<file path="config.mk">
export PLATFORM = sky130hd
export DESIGN_NAME = sc_core
export DESIGN_NICKNAME = d
export VERILOG_FILES = /design/src/rtl/sc_pkg.sv /design/src/rtl/sc_ctrl.sv /design/src/rtl/sc_alu.sv /design/src/rtl/sc_regfile.sv /design/src/rtl/sc_core.sv
export SDC_FILE = /design/constraint.sdc
export NUM_CORES = 2
export LEC_CHECK = 0
export BUFFER_PORTS_ARGS = -buffer_cell sky130_fd_sc_hd__clkbuf_2
export CORE_ASPECT_RATIO = 1.4
export CORE_MARGIN = 5
export CORE_UTILIZATION = 45
export CTS_CLUSTER_SIZE = 30
export DETAILED_ROUTE_END_ITERATION = 6
export PLACE_DENSITY = 0.69
export SYNTH_ARGS = -nofsm -noshare
export SYNTH_HDL_FRONTEND = slang
export SYNTH_SLANG_ARGS = --single-unit
</file>
<file path="constraint.sdc">
create_clock -name clk -period 17.8 [get_ports clk]
set_input_delay 2.67 -clock clk [delete_from_list [all_inputs] [get_ports clk]]
set_output_delay 2.67 -clock clk [all_outputs]
set_load 0.01 [all_outputs]
</file>
<file path="src/rtl/sc_pkg.sv">
package sc_pkg;
  localparam logic [5:0] OP_RTYPE = 6'h00;
  localparam logic [5:0] OP_LW    = 6'h23;
  localparam logic [5:0] OP_SW    = 6'h2B;
  localparam logic [5:0] OP_BEQ   = 6'h04;
  localparam logic [5:0] OP_SLTI  = 6'h0A;

  localparam logic [5:0] FN_ADD = 6'h20;
  localparam logic [5:0] FN_SUB = 6'h22;
  localparam logic [5:0] FN_AND = 6'h24;
  localparam logic [5:0] FN_OR  = 6'h25;
  localparam logic [5:0] FN_SLT = 6'h2A;

  typedef enum logic [2:0] {
    ALU_AND, ALU_OR, ALU_ADD, ALU_SUB, ALU_SLT
  } alu_op_e;

  typedef struct packed {
    logic    rf_we;
    logic    dst_rd;
    logic    src_imm;
    logic    wb_mem;
    logic    mem_we;
    logic    branch;
    alu_op_e alu_op;
  } ctrl_t;
endpackage

</file>
<file path="src/rtl/sc_ctrl.sv">
module sc_ctrl
  import sc_pkg::*;
(
  input  logic [5:0] opcode,
  input  logic [5:0] funct,
  output ctrl_t      ctl
);
  always_comb begin
    ctl        = '0;
    ctl.alu_op = ALU_ADD;
    unique case (opcode)
      OP_RTYPE: begin
        ctl.rf_we  = 1'b1;
        ctl.dst_rd = 1'b1;
        case (funct)
          FN_ADD:  ctl.alu_op = ALU_ADD;
          FN_SUB:  ctl.alu_op = ALU_SUB;
          FN_AND:  ctl.alu_op = ALU_AND;
          FN_OR:   ctl.alu_op = ALU_OR;
          FN_SLT:  ctl.alu_op = ALU_SLT;
          default: ctl.rf_we  = 1'b0;
        endcase
      end
      OP_SLTI: begin
        ctl.rf_we   = 1'b1;
        ctl.src_imm = 1'b1;
        ctl.alu_op  = ALU_SLT;
      end
      OP_LW: begin
        ctl.rf_we   = 1'b1;
        ctl.src_imm = 1'b1;
        ctl.wb_mem  = 1'b1;
      end
      OP_SW: begin
        ctl.src_imm = 1'b1;
        ctl.mem_we  = 1'b1;
      end
      OP_BEQ: begin
        ctl.branch = 1'b1;
        ctl.alu_op = ALU_SUB;
      end
      default: ;
    endcase
  end
endmodule

</file>
<file path="src/rtl/sc_alu.sv">
module sc_alu
  import sc_pkg::*;
#(
  parameter int DW = 32
) (
  input  logic          clk,
  input  logic          rst,
  input  logic [DW-1:0] a,
  input  logic [DW-1:0] b,
  input  alu_op_e       op,
  output logic [DW-1:0] y,
  output logic          zero
);
  always_comb begin
    case (op)
      ALU_AND: y = a & b;
      ALU_OR:  y = a | b;
      ALU_SUB: y = a - b;
      ALU_SLT: y = {{(DW-1){1'b0}}, ($signed(a) < $signed(b))};
      default: y = a + b;
    endcase
  end

  assign zero = (y == '0);


  slt_range_chk: assert property (@(posedge clk) disable iff (rst)
    (op == ALU_SLT) |-> (y[DW-1:1] == '0));
endmodule

</file>
<file path="src/rtl/sc_regfile.sv">
module sc_regfile #(
  parameter int DW    = 32,
  parameter int DEPTH = 32,
  localparam int AW   = $clog2(DEPTH)
) (
  input  logic          clk,
  input  logic          rst,
  input  logic [AW-1:0] ra,
  input  logic [AW-1:0] rb,
  output logic [DW-1:0] rdata_a,
  output logic [DW-1:0] rdata_b,
  input  logic          we,
  input  logic [AW-1:0] wa,
  input  logic [DW-1:0] wd
);
  logic [DW-1:0] mem [DEPTH];

  always_ff @(posedge clk) begin
    if (we && (wa != '0)) mem[wa] <= wd;
  end

  assign rdata_a = (ra == '0) ? '0 : mem[ra];
  assign rdata_b = (rb == '0) ? '0 : mem[rb];


  wr_land_chk: assert property (@(posedge clk) disable iff (rst)
    (we && (wa != '0)) |=> (mem[$past(wa)] == $past(wd)));
endmodule

</file>
<file path="src/rtl/sc_core.sv">
module sc_core
  import sc_pkg::*;
#(
  parameter int DW    = 32,
  parameter int NREGS = 32
) (
  input  logic          clk,
  input  logic          rst,
  output logic [DW-1:0] imem_addr,
  input  logic [DW-1:0] imem_rdata,
  output logic [DW-1:0] dmem_addr,
  output logic [DW-1:0] dmem_wdata,
  output logic          dmem_we,
  input  logic [DW-1:0] dmem_rdata
);
  localparam int            AW   = $clog2(NREGS);
  localparam int            IMMW = 16;
  localparam logic [DW-1:0] STEP = DW'(4);

  logic [DW-1:0] pc, pc_plus4, br_tgt, pc_next;
  logic [DW-1:0] imm_ext, rs_val, rt_val, alu_b, alu_y, wb_val;
  logic [AW-1:0] rs_a, rt_a, rd_a, wr_a;
  logic          alu_zero, taken;
  ctrl_t         ctl;

  // Phase 1: fetch
  always_ff @(posedge clk) begin
    if (rst) pc <= '0;
    else     pc <= pc_next;
  end
  assign imem_addr = pc;
  assign pc_plus4  = pc + STEP;

  // Phase 2: decode and operand read
  assign rs_a    = imem_rdata[21 +: AW];
  assign rt_a    = imem_rdata[16 +: AW];
  assign rd_a    = imem_rdata[11 +: AW];
  assign imm_ext = {{(DW-IMMW){imem_rdata[IMMW-1]}}, imem_rdata[IMMW-1:0]};

  sc_ctrl u_ctrl (
    .opcode (imem_rdata[31:26]),
    .funct  (imem_rdata[5:0]),
    .ctl    (ctl)
  );

  sc_regfile #(.DW(DW), .DEPTH(NREGS)) u_rf (
    .clk     (clk),
    .rst     (rst),
    .ra      (rs_a),
    .rb      (rt_a),
    .rdata_a (rs_val),
    .rdata_b (rt_val),
    .we      (ctl.rf_we),
    .wa      (wr_a),
    .wd      (wb_val)
  );

  // Phase 3: execute
  assign alu_b = ctl.src_imm ? imm_ext : rt_val;

  sc_alu #(.DW(DW)) u_alu (
    .clk  (clk),
    .rst  (rst),
    .a    (rs_val),
    .b    (alu_b),
    .op   (ctl.alu_op),
    .y    (alu_y),
    .zero (alu_zero)
  );

  assign taken   = ctl.branch & alu_zero;
  assign br_tgt  = pc_plus4 + (imm_ext << 2);
  assign pc_next = taken ? br_tgt : pc_plus4;

  // Phase 4: memory
  assign dmem_addr  = alu_y;
  assign dmem_wdata = rt_val;
  assign dmem_we    = ctl.mem_we;

  // Phase 5: writeback
  assign wr_a   = ctl.dst_rd ? rd_a : rt_a;
  assign wb_val = ctl.wb_mem ? dmem_rdata : alu_y;


  pc_reset_chk: assert property (@(posedge clk)
    rst |=> (pc == '0));


  pc_seq_chk: assert property (@(posedge clk) disable iff (rst)
    !taken |=> (pc == $past(pc) + STEP));


  br_tgt_chk: assert property (@(posedge clk) disable iff (rst)
    taken |=> (pc == $past(pc) + STEP + ($past(imm_ext) << 2)));


  st_no_wb_chk: assert property (@(posedge clk) disable iff (rst)
    dmem_we |-> !ctl.rf_we);
endmodule

</file>
-- After elaboration in Yosys (flattened, before gate mapping)
Memory sizes are Yosys's and may differ from the RTL's.
Index checks and enable logic that the tools add are counted.
- add/subtract/negate cells: 4
- magnitude comparators: 1
- eq/ne operators: 12
- multiplexer cells: 18
- bitwise gates (word level): 3
- reduce and logical (&&, ||, !) cells: 10
- operator list (operator ; count):
    $mux W32 ; 5
    $pmux W32 S4 ; 1
    $add A32 B32 Y32 ; 2
    $eq A6 B6 Y1 const B ; 7
    $add A32 B3 Y32 const B ; 1
    $and A32 B32 Y32 ; 1
    $logic_not A32 Y1 ; 1
    $lt A32 B32 Y1 ; 1
    $or A32 B32 Y32 ; 1
    $sub A32 B32 Y32 ; 1
    $pmux W3 S4 ; 1
    $logic_not A5 Y1 ; 2
    $pmux W3 S3 ; 1
    $mux W1 ; 8
    $eq A6 B3 Y1 const B ; 1
    $eq A6 B4 Y1 const B ; 1
    $logic_not A6 Y1 ; 1
    $mux W5 ; 1
    $reduce_bool A5 Y1 ; 1
    $reduce_or A5 Y1 ; 1
    $eq A3 B1 Y1 const B ; 1
    $eq A3 B2 Y1 const B ; 1
    $eq A3 B3 Y1 const B ; 1
    $logic_not A3 Y1 ; 1
    other kinds (5) ; 5
- register bits after elaboration: 32
- RAM bits: 1024
- output and inout bits: 97
- memories kept: 1
- memory list (memory ; words ; bits a word ; read ports ; clocked after Yosys merged registers in ; wr ports ; line ; source):
    u_rf.mem ; 32 ; 32 ; 2 ; 0 ; 1 ; sc_regfile.sv:16 ; logic [DW-1:0] mem [DEPTH];

-- Depth between registers and ports, before layout
- word-level depth: 9
- depth in mapped cells: 29
- gate-level depth less buffers: 23

-- By module
A second synthesis with hierarchy kept.
- cell total of the unflattened synthesis: 3993
- area, all modules: 57964.3 um2
- by module, submodules not included (module ; times used ; cells each ; area each (um2)):
    sc_regfile ; 1 ; 2564 ; 47929.7
    sc_alu ; 1 ; 899 ; 5823.1
    sc_core ; 1 ; 495 ; 3985.1
    sc_ctrl ; 1 ; 35 ; 226.5

-- Worst setup path after synthesis
OpenSTA, ideal clock, no wires.
- path kind: input to output
- start point: input port imem_rdata[16]
- end point: output port dmem_addr[30]
- arrival time: 8.205 ns
- data required time: 15.130 ns
- setup slack: 6.925 ns
- stages: 21
- buffers on the path: 7
- path through: clkbuf_1 -> clkbuf_1 -> buf_2 -> buf_1 -> buf_2 -> buf_1 -> mux2i_1 -> o221ai_1 -> o22ai_1 -> nor2_1 -> mux2i_1 -> ha_1 -> buf_2 -> nor2_1 -> o311a_1 -> a211oi_1 -> a221o_1 -> a31oi_1 -> o41ai_1 -> nand4_1 -> a2bb2oi_1
- word-level cells in the longest chain between the ends: 5
- RTL lines (what ; line ; source):
    from (decl) ; sc_core.sv:10 ; input logic [DW-1:0] imem_rdata,
    $mem_v2 Z32 W32 / $logic_not A5 Y1 (equally long branches) ; - ;
    $mux W32 * ; sc_regfile.sv:23 ; assign rdata_b = (rb == '0) ? '0 : mem[rb];
    via dmem_wdata[3] ; sc_core.sv:12 ; output logic [DW-1:0] dmem_wdata,
    $mux W32 * ; sc_core.sv:59 ; assign alu_b = ctl.src_imm ? imm_ext : rt_val;
    $add A32 B32 Y32 / $sub A32 B32 Y32 (equally long branches) ; sc_alu.sv:20, sc_alu.sv:18 ;
    $pmux W32 S4 * ; sc_alu.sv:15 ; case (op)
    to (decl) ; sc_core.sv:11 ; output logic [DW-1:0] dmem_addr,
The timed path passes the listed nets; every way through them passes the cells marked *.

-- Worst setup path in the final report
- start point: input port imem_rdata[21]
- end point: output port dmem_addr[26]
- word-level cells in the longest chain between the ends: 4
- RTL lines (what ; line ; source):
    $mem_v2 Z32 W32 / $logic_not A5 Y1 (equally long branches) ; - ;
    $mux W32 * ; sc_regfile.sv:22 ; assign rdata_a = (ra == '0) ? '0 : mem[ra];
    $add A32 B32 Y32 (tied with other cells) ; sc_alu.sv:20 ; default: y = a + b;
    $pmux W32 S4 * ; sc_alu.sv:15 ;
Mark *: on every way between the ends. The rest lies on a longest branch, timed or not.

==> summary.txt <==
Status
  • Outcome: complete, but fails checks
  • Violated checks: DRC

Clocking
  • CTS buffer count: 94
  • Clock Tree Buf Depth: 3
  • Clk root buf: clkbuf_16
  • H-tree Lvls: 3
  • Skew-Pair Late Insertion Delay: 0.73 ns
  • Post-CTS sizing: 0
  • CTS Hold Bufs: 0
  • Number of setup buffers added after CTS: 0
  • Clock sink total: 1054
  • CTS clock-pin slew for the worst setup and hold paths: 0.08 ns
  • CTS tree: done

Worst setup path
  • Worst Setup End Kind: primary output
  • Critical path launch point type: primary input
  • Critical setup path kind: in -> out
  • CP max FO: 74
  • Critical Path AT: 9.63 ns
  • Worst Path Required: 15.13 ns

Detailed routing
  • Vias per cell: 6.722
  • Detail Route Antenna Nets: 0
  • Total Routed Length: 176600 um
  • First-pass DRT Iterations: 7
  • DR iter-0 viols: 4704
  • DR WL/cell: 33.21 um
  • Via count: 35740
  • Drt drc: 1

Synth
  • Yosys reg bits: 1054
  • Synth Warn #: 0
  • Unique masters post-synth: 87
  • Post-Syn Instances: 3480
  • Post-synth ARST share: 0%
  • Sequential-to-total area share from yosys stat: 55.75%
  • Post-synth EDFFs: 1024
  • Syn Std Cell Area: 0.05624 mm2
  • Prevailing post-synth register cell: edfxtp_1
  • Syn Area/Cell: 16.16 um2

Floorplan
  • Die W: 308.8 um
  • I/O pins: 163
  • Initial core utilization: 45.26%
  • Row count: 153
  • Chip height: 428.3 um
  • Total die area: 0.1322 mm2
  • Core area: 0.1242 mm2

Power
  • Worst vdd ir: 0.00007956 V
  • Pwr dens: 102.8 mW/mm2
  • Leak: 0.02108 uW

Placed design
  • Hpwl dp: 106000 um
  • IO Port Bufs: 160
  • Routability Congestion: 0.9791

STA
  • Fin crit share: 69.10%
  • Fin Hold WS: 0.6417 ns
  • Slew headroom: 13.31%
  • Final setup fails: 0
  • Final setup TNS: 0 ns
  • F_max: 81.30 MHz
  • Max Transition Viols Final: 0
  • RSZ-0062 raised after global routing: false
  • Final min period: 12.30 ns
  • Slew @ Worst Pin: 1.300 ns
  • Fin. Hold Viols: 0
  • Clock Skew: 0.03793 ns

Global routing
  • Total GRT Usage: 26.14%
  • Initial antenna violation count: 1
  • Largest net degree at the start of global routing: 77
  • Vias in the first global route: 36140
  • GRT Residual Overflow: 0
  • Global-route wire length before repair: 251100 um

Layout
  • Reg area: 0.03135 mm2
  • Final net count: 3808
  • Number of fillers in the final layout: 10060
  • Share of layout cells above drive strength 1: 29.95%
  • Footprint of the multi-input gates: 0.02390 mm2
  • Area Growth Syn to Fin: 10.96%

Min path
  • Hold Path Class: reg -> reg

Run
  • Maxcap violations: 0
stage by stage:
step | std cells | util, % | total power (uW) | setup WS (ns) | area (um2)
final | 5317 | 50.22 | 6414 | 5.501 | 62400
after global placement | 5143 | 47.72 | 4334 | 5.348 | 59290
after CTS | 5313 | 50.21 | 6415 | 5.332 | 62390
after floorplan | 3513 | - | 3891 | 6.925 | 56360
after detailed placement | 5143 | 47.72 | 4350 | 5.341 | 59290
after global routing | 5314 | 50.22 | 6614 | 4.865 | 62390
flip-flops by register name, summed over array words and instances (netlist names):
name and flops:
u_rf.mem 1024, imem_addr 30
layer usage:
layer / GRT usage, % / part of all wire (%) / up-vias / routed length, um
met5: 0 / 0 / - / 0
met4: 13.06 / 5.7 / 0 / 10110
met3: 5.596 / 10 / 451 / 17640
met2: 44.03 / 50 / 2138 / 87920
met1: 31.97 / 34 / 18530 / 60870
li1: - / - / 14620 / -
placed cells by master, fill, tap and decap left out, drive strengths merged, types with 12 or more instances in the layout:
cell type / instances
a21o: 53
nand3: 41
nand2b: 45
mux2: 65
edfxtp: 1024
o211ai: 20
clkbuf: 254
nor3: 38
buf: 95
a31o: 13
xnor2: 43
o221ai: 34
o21ai: 66
o22ai: 33
inv: 133
nor2: 178
a21oi: 126
conb: 34
and2: 13
a221oi: 28
and3: 13
nand4: 14
o21bai: 28
dfxtp: 30
a22o: 15
ha: 127
o21a: 12
clkinv: 42
mux4: 564
a211o: 21
mux2i: 111
xor2: 15
a211oi: 37
nand2: 140
power by group:
group          total [uW]  internal [uW]  switching, uW
Combinational        1270            399            873
Sequential           3050           3040           11.8
Clock                2090           1150            943
layout make-up:
| class | instances | share of cell area, % |
|---|---|---|
| repair buffers | 245 | 2.460 |
| flip-flops and latches | 1054 | 50.24 |
| well taps | 1627 | 3.262 |
| multi-input cells | 2091 | 38.30 |
| diodes | 4 | 0.01604 |
| clock buffers | 104 | 3.864 |
| inverters | 126 | 0.7580 |
| clock inverters | 66 | 1.099 |
cell usage after synthesis, drive strengths merged, types with 10 or more instances:
| cell | number | share of area (%) |
|---|---|---|
| a221oi | 28 | 0.44 |
| o211ai | 20 | 0.27 |
| a211oi | 37 | 0.51 |
| nand3 | 41 | 0.36 |
| a22o | 15 | 0.23 |
| and2 | 13 | 0.14 |
| o21ai | 66 | 0.59 |
| mux2 | 65 | 1.3 |
| a211o | 21 | 0.33 |
| a221o | 10 | 0.18 |
| a21oi | 126 | 1.1 |
| edfxtp | 1024 | 55 |
| a21o | 53 | 0.71 |
| nand2b | 45 | 0.50 |
| a31o | 13 | 0.20 |
| inv | 124 | 0.83 |
| clkbuf | 169 | 1.1 |
| o22ai | 33 | 0.37 |
| mux2i | 111 | 2.0 |
| and3 | 13 | 0.14 |
| o21a | 12 | 0.16 |
| buf | 73 | 0.55 |
| xor2 | 15 | 0.23 |
| nor4 | 11 | 0.15 |
| o31ai | 11 | 0.18 |
| dfxtp | 30 | 1.1 |
| nand4 | 14 | 0.16 |
| o21bai | 28 | 0.37 |
| o221ai | 34 | 0.53 |
| nand2 | 140 | 0.95 |
| ha | 127 | 2.8 |
| a31oi | 11 | 0.12 |
| nor2 | 178 | 1.2 |
| xnor2 | 43 | 0.67 |
| mux4 | 564 | 23 |
| nor3 | 38 | 0.34 |
critical path: stages:
cell      delay (ns)
buf_8           0.60
buf_4           0.85
buf_4           0.80
mux4_2          0.58
mux4_2          0.49
nand2b_1        0.09
a21o_1          0.18
inv_1           0.11
fa_1            0.47
a211oi_2        0.31
o311a_1         0.23
a211oi_1        0.15
a221o_1         0.42
a31oi_1         0.27
o41ai_1         0.22
a2111o_1        0.48
a21o_1          0.16
a32oi_1         0.28
inv_1           0.07
clkbuf_2        0.13
final timing paths:
kind / depth (start not counted) / slack [ns] / end / start
worst max-delay path: 20 / 5.50 / dmem_addr[26] / imem_rdata[21]
worst min-delay path: 3 / 0.64 / imem_addr[21] / imem_addr[21]
worst max register to register: 23 / 10.07 / imem_addr[23] / u_rf.mem[7][0]
worst min register to register: 3 / 0.64 / imem_addr[21] / imem_addr[21]
cells by family (layout without fill, tap and decap cells):
group                    Yosys count  count (layout)  share of synthesized area, %
flip-flops                      1054            1054                         55.75
multiplexers                     740             740                         25.86
AO/OA/AOI/OAI                    578             578                         7.309
AND/OR/NAND/NOR                  551             551                         4.719
buffers and inverters            368             541                         2.516
adder cells (fa/ha/maj)          130             130                         2.932
XOR/XNOR                          58              58                        0.9033
other                              1              38                      0.006668
(Power assumes the default switching activity.)
